<file path="src/rtl/dbg_pkg.sv">
package dbg_pkg;

   localparam int unsigned LFSR_W = 32;

   typedef enum logic {
      MODE_FINE   = 1'b0,
      MODE_COARSE = 1'b1
   } dbg_mode_e;

   // Seed for lane idx; low bit forced so the state is never all-zero.
   function automatic logic [LFSR_W-1:0] seed_for(input int unsigned idx);
      logic [LFSR_W-1:0] prod;
      prod = 32'h9E3779B9 * LFSR_W'(idx + 1);
      return prod | 32'h1;
   endfunction

   // One Fibonacci step, taps 32,22,2,1 (one-based).
   function automatic logic [LFSR_W-1:0] lfsr_next(input logic [LFSR_W-1:0] s);
      return {s[LFSR_W-2:0], s[31] ^ s[21] ^ s[1] ^ s[0]};
   endfunction

endpackage

</file>
<file path="src/rtl/dbg_lfsr.sv">
module dbg_lfsr #(
   parameter int unsigned W    = 32,
   parameter logic [W-1:0] SEED = '1
) (
   input  logic         clk_i,
   input  logic         rst_ni,
   input  logic         step_i,
   output logic [W-1:0] state_o
);
   if (W != dbg_pkg::LFSR_W) begin : g_bad_width
      $error("dbg_lfsr: W must equal the package register width");
   end
   if (SEED == '0) begin : g_bad_seed
      $error("dbg_lfsr: an all-zero seed locks the register");
   end

   always_ff @(posedge clk_i or negedge rst_ni) begin
      if (!rst_ni)     state_o <= SEED;
      else if (step_i) state_o <= dbg_pkg::lfsr_next(state_o);
   end
endmodule

</file>
<file path="src/rtl/dbg_lane_bank.sv">
module dbg_lane_bank #(
   parameter int unsigned LANES = 16,
   parameter int unsigned W     = 32
) (
   input  logic             clk_i,
   input  logic             rst_ni,
   input  logic             step_i,
   output logic [LANES-1:0] word_o,
   output logic             live_o
);
   logic [LANES-1:0] lane_live;

   for (genvar k = 0; k < LANES; k++) begin : g_lane
      logic [W-1:0] st;
      dbg_lfsr #(
         .W   (W),
         .SEED(dbg_pkg::seed_for(k))
      ) u_lfsr (
         .clk_i  (clk_i),
         .rst_ni (rst_ni),
         .step_i (step_i),
         .state_o(st)
      );
      assign word_o[k]    = st[W-1];
      assign lane_live[k] = |st;
   end

   assign live_o = &lane_live;
endmodule

</file>
<file path="src/rtl/dbg_coarse_gate.sv">
module dbg_coarse_gate #(
   parameter int unsigned GROUP    = 3,
   parameter int unsigned SEED_IDX = 16,
   parameter int unsigned W        = 32
) (
   input  logic         clk_i,
   input  logic         rst_ni,
   input  logic         step_i,
   output logic         busy_o,
   output logic         done_o,
   output logic         zero_o,
   output logic [W-1:0] state_o
);
   localparam int unsigned CNT_W = (GROUP > 1) ? $clog2(GROUP) : 1;
   localparam logic [CNT_W-1:0] LAST = CNT_W'(GROUP - 1);

   if (GROUP < 1) begin : g_bad_group
      $error("dbg_coarse_gate: GROUP must be at least 1");
   end

   logic [CNT_W-1:0] cnt;
   logic             acc;
   logic             tap;

   dbg_lfsr #(
      .W   (W),
      .SEED(dbg_pkg::seed_for(SEED_IDX))
   ) u_lfsr (
      .clk_i  (clk_i),
      .rst_ni (rst_ni),
      .step_i (step_i),
      .state_o(state_o)
   );

   assign tap = state_o[W-1];

   always_ff @(posedge clk_i or negedge rst_ni) begin
      if (!rst_ni) begin
         cnt <= '0;
         acc <= 1'b1;
      end else if (step_i) begin
         if (cnt == LAST) begin
            cnt <= '0;
            acc <= 1'b1;
         end else begin
            cnt <= cnt + 1'b1;
            acc <= acc & ~tap;
         end
      end
   end

   assign busy_o = (cnt != '0);
   assign done_o = step_i && (cnt == LAST);
   assign zero_o = acc & ~tap;
endmodule

</file>
<file path="src/rtl/density_bitgen.sv">
module density_bitgen #(
   parameter int unsigned LANES       = 16,
   parameter int unsigned COARSE_BITS = 3,
   parameter int unsigned W           = 32
) (
   input  logic             clk_i,
   input  logic             rst_ni,
   input  logic             en_i,
   input  logic             mode_i,
   input  logic [LANES-1:0] thr_i,
   output logic             bit_o,
   output logic             valid_o
);
   import dbg_pkg::*;

   if (LANES < 1 || LANES > 32) begin : g_bad_lanes
      $error("density_bitgen: LANES must lie in 1..32");
   end
   if (W != LFSR_W) begin : g_bad_w
      $error("density_bitgen: W must match the register width");
   end

   dbg_mode_e        mode_sel;
   logic             crs_busy, crs_done, crs_zero, lanes_live;
   logic [W-1:0]     crs_state;
   logic [LANES-1:0] lane_word;
   logic             fine_go, crs_go;

   assign mode_sel = dbg_mode_e'(mode_i);
   // a gated sample in flight keeps ownership until it completes
   assign fine_go  = en_i && !crs_busy && (mode_sel == MODE_FINE);
   assign crs_go   = en_i && (crs_busy || (mode_sel == MODE_COARSE));

   dbg_lane_bank #(
      .LANES(LANES),
      .W    (W)
   ) u_bank (
      .clk_i (clk_i),
      .rst_ni(rst_ni),
      .step_i(fine_go),
      .word_o(lane_word),
      .live_o(lanes_live)
   );

   dbg_coarse_gate #(
      .GROUP   (COARSE_BITS),
      .SEED_IDX(LANES),
      .W       (W)
   ) u_gate (
      .clk_i  (clk_i),
      .rst_ni (rst_ni),
      .step_i (crs_go),
      .busy_o (crs_busy),
      .done_o (crs_done),
      .zero_o (crs_zero),
      .state_o(crs_state)
   );

   always_ff @(posedge clk_i or negedge rst_ni) begin
      if (!rst_ni) begin
         bit_o   <= 1'b0;
         valid_o <= 1'b0;
      end else if (fine_go) begin
         bit_o   <= (lane_word < thr_i);
         valid_o <= 1'b1;
      end else if (crs_done) begin
         bit_o   <= crs_zero;
         valid_o <= 1'b1;
      end else begin
         valid_o <= 1'b0;
      end
   end
endmodule

</file>
<file path="config.mk">
export PLATFORM = sky130hd
export DESIGN_NAME = density_bitgen
export DESIGN_NICKNAME = d
export VERILOG_FILES = /design/src/rtl/dbg_pkg.sv /design/src/rtl/dbg_lfsr.sv /design/src/rtl/dbg_lane_bank.sv /design/src/rtl/dbg_coarse_gate.sv /design/src/rtl/density_bitgen.sv
export SDC_FILE = /design/constraint.sdc
export NUM_CORES = 1
export LEC_CHECK = 0
export BUFFER_PORTS_ARGS = -buffer_cell sky130_fd_sc_hd__buf_4
export CORE_MARGIN = 2
export CORE_UTILIZATION = 59
export DETAILED_ROUTE_END_ITERATION = 12
export GPL_TIMING_DRIVEN = 0
export HOLD_SLACK_MARGIN = 0.1
export PLACE_DENSITY = 0.75
export SLEW_MARGIN = 20
export SYNTH_ARGS = -nofsm -noshare
export SYNTH_HDL_FRONTEND = slang
export SYNTH_SLANG_ARGS = --single-unit
</file>
<file path="constraint.sdc">
create_clock -name clk_i -period 4.15 [get_ports clk_i]
set_input_delay 0.415 -clock clk_i [delete_from_list [all_inputs] [get_ports clk_i]]
set_output_delay 0.415 -clock clk_i [all_outputs]
set_load 0.005 [all_outputs]
</file>
==> impl_metrics.toml <==
[outcome]
status = "completed"

[timing]
final_min_period_over_clock_period_pct = 59.1
final-setup-viol-count = 0
maxSlewViolCount = 0
rsz0062_at_grt = "false"
fmax_mhz = 408
hold_viol = 0
maxSlewHeadroom_pct = 38.5
period_needed_ns = 2.45
timing.final.ws_setup_ns = 1.70
max_slew.worst_pin.slew_ns = 0.899
finClkSkew_ns = 0.0216
setup_tns_ns = 0

[worst_setup_path]
rr_startpoint = "u_gate.cnt[0]$_DFFE_PN0P_"
timing_worst_setup_path_type = "input port to register"
worst_ep_arrival_time_ns = 2.95
critical_path.max_fanout = 10
required_ns = 4.65
cp-start-kind = "input port"
timing.critical_path.to_type = "register"
crit_start = "en_i"

[logic_synthesis]
ys_top_cells_by_area = "dfstp_2 (34%), dfrtp_1 (31%), nand2_1 (26%)"
ys_ff_latch = 549
yosysTopAreaCellShare_pct = 34.3
syn_area_per_cell_um2 = 9.29
ys_seq_area_share_pct = 65.3
synth_ff_type = "dfstp_2"
syn_area_mm2 = 0.0216
post-synth-top-count-cell = "nand2_1"
postSynthCellCount = 2323
async_reset_ff_share_pct = 100
synth_cell_type_count = 31
synth_enable_flop_cells = 0
post-synth-top-area-cell = "dfstp_2"
yosys_warnings = 0
postSynthNetCount = 2358
synth_common_cells = "nand2_1 (1505), dfstp_2 (282), dfrtp_1 (267)"

[placement]
pre_cts_slack_ns = 1.64
port-buffer-count = 20
place.detailed.hpwl_um = 23400
cell_total_after_placement = 2817
final_estimated_routing_congestion_in_global_placement = 0.725

[floorplanning]
ios = 22
die_height_um = 195
die_width_um = 195
placementRows = 70
fp.dieArea_mm2 = 0.0381
core_mm2 = 0.0363
initial_core_util_pct = 59.4

[clock_tree]
postCtsHoldBufs = 3
htree_levels = 2
cts_buffers = 55
clkSlewWorstSetupHoldPaths_ns = 0.06
clock_sinks = 549
post_cts.resized_instances = 0
clockRootBuffer = "clkbuf_16"
insertion_delay_of_the_later_clocked_pin_in_the_worst_skew_pair_ns = 0.59
post_cts_buffers = 0
tritoncts = "built"
cts-root-to-sink-buffers = 3

[global_routing]
grt_max_degree = 105
number_of_global_route_vias_before_repair = 14582
grt_remaining_overflow = 0
number_of_antenna_violations_at_the_first_check_in_global_routing = 0
grt_pass1_wl_um = 67100
global_route.usage.total_pct = 21.0

[route]
drt_iter0_drc = 989
vias = 14575
viasPerCell = 4.99
detail-route-antenna-nets = 0
route.final.wire_length_um = 38000
route.detailed.wl_per_inst_um = 13.0
detail_route.first_pass.iterations = 5
route.detailed.drc = 0

[job]
max_cap_violations = 0

[power_and_ir_drop]
power.combinational.fraction_pct = 5.1
power_density_mw_per_mm2 = 451
switching_share_pct = 22.5
power.static_leakage_nw = 12.8
netSwitchingPower_mw = 2.48
sequentialPowerShare_pct = 49.0
cellInternalPower_mw = 8.51
max-vdd-ir-drop_mv = 0.329
clock_share_of_power_pct = 45.9

[finish]
finalNetCount = 2444
layout.core_utilization_pct = 67.1
num_antenna_cells = 0
areaGrowthSynthToFinish_pct = 13.0
stdcell_count = 2923
drive_gt1_share_pct = 19.8

[min_path]
hold_path.class = "input port to async pin"
## critical path: stages
cell,delay [ns]
dlygate4sd3_1,0.53
buf_2,0.17
or4b_1,0.17
clkbuf_1,0.33
buf_6,0.22
clkbuf_1,0.51
clkbuf_1,0.40
nand2_1,0.12
nand2_1,0.09
## final cells by class
cell class,count,area [um^2]
Timing Repair Buffer,29,333
Clock inverter,18,209
Inverter,17,63.8
Clock buffer,85,1670
Buffer,117,509
Fill cell,2706,12000
Multi-Input combinational cell,1640,6920
Sequential cell,549,14100
Tap cell,468,586
## per-layer routing
layer	global-route usage [%]	wire length, um	vias up
li1	-	-	7195
met1	28.4	17200	7137
met2	35.7	18900	190
met3	3.25	1210	53
met4	6.25	731	0
met5	0	0	-
## worst paths after layout
| path | to | cells past startpoint | slack [ns] |
|---|---|---|---|
| worst max-delay path | u_bank.g_lane[9].u_lfsr.state_o[30]$_DFFE_PN0P_ | 9 | 1.70 |
| worst min-delay path | u_gate.u_lfsr.state_o[20]$_DFFE_PN0P_ | 2 | 0.43 |
| worst max register to register | u_bank.g_lane[2].u_lfsr.state_o[0]$_DFFE_PN1P_ | 6 | 1.72 |
| worst min register to register | u_bank.g_lane[9].u_lfsr.state_o[15]$_DFFE_PN1P_ | 2 | 0.44 |
| max in group asynchronous | u_bank.g_lane[3].u_lfsr.state_o[19]$_DFFE_PN1P_ | 4 | 2.28 |
| min in group clk_i | u_bank.g_lane[9].u_lfsr.state_o[15]$_DFFE_PN1P_ | 2 | 0.44 |
## logic make-up after synthesis
logic type / count (synthesis) / share of synthesized area, %
AOI/OAI and AO/OA: 20 / 0.754
muxes: 32 / 1.67
adders and majority gates: 15 / 0.870
and+or+nand+nor: 1522 / 26.7
DFF: 549 / 65.3
buffers and inverters: 134 / 2.66
xor gates and xnor gates: 51 / 2.07
## power groups by stage
stage | Combinational, mW | Sequential (mW) | Clock [mW]
2_1_floorplan | 0.301 | 5.47 | 0
3_3_place_gp | 0.536 | 5.47 | 0
3_5_place_dp | 0.567 | 5.47 | 0
4_1_cts | 0.574 | 5.38 | 5.15
5_1_grt | 0.636 | 5.38 | 5.34
6_report | 0.562 | 5.38 | 5.04
## through the flow
stage / hold WS (ns) / power (mW) / instance area (um^2)
5_1_grt: 0.462 / 11.4 / 24400
4_1_cts: 0.446 / 11.1 / 24400
3_3_place_gp: 0.439 / 6.00 / 22300
2_1_floorplan: 0.119 / 5.77 / 21600
6_report: 0.433 / 11.0 / 24400
3_5_place_dp: 0.443 / 6.04 / 22500
## registers in the layout, indices dropped and copies added, names as in the netlist
name                          flops
u_bank.g_lane.u_lfsr.state_o    512
u_gate.u_lfsr.state_o            32
u_gate.cnt                        2
bit_o                             1
u_gate.acc                        1
valid_o                           1
## layout by cell type, fill, tap and decap left out, drive strengths merged, types with 4 or more instances in the layout
cell type / instances
buf: 77
dfrtp: 267
mux2: 32
nand2b: 4
a21oi: 4
bufinv: 4
inv: 18
clkbuf: 151
nand2: 1505
o31ai: 4
xnor2: 51
dfstp: 282
ha: 15
clkinv: 13
No activity file was read; power rests on OpenSTA's default activity.
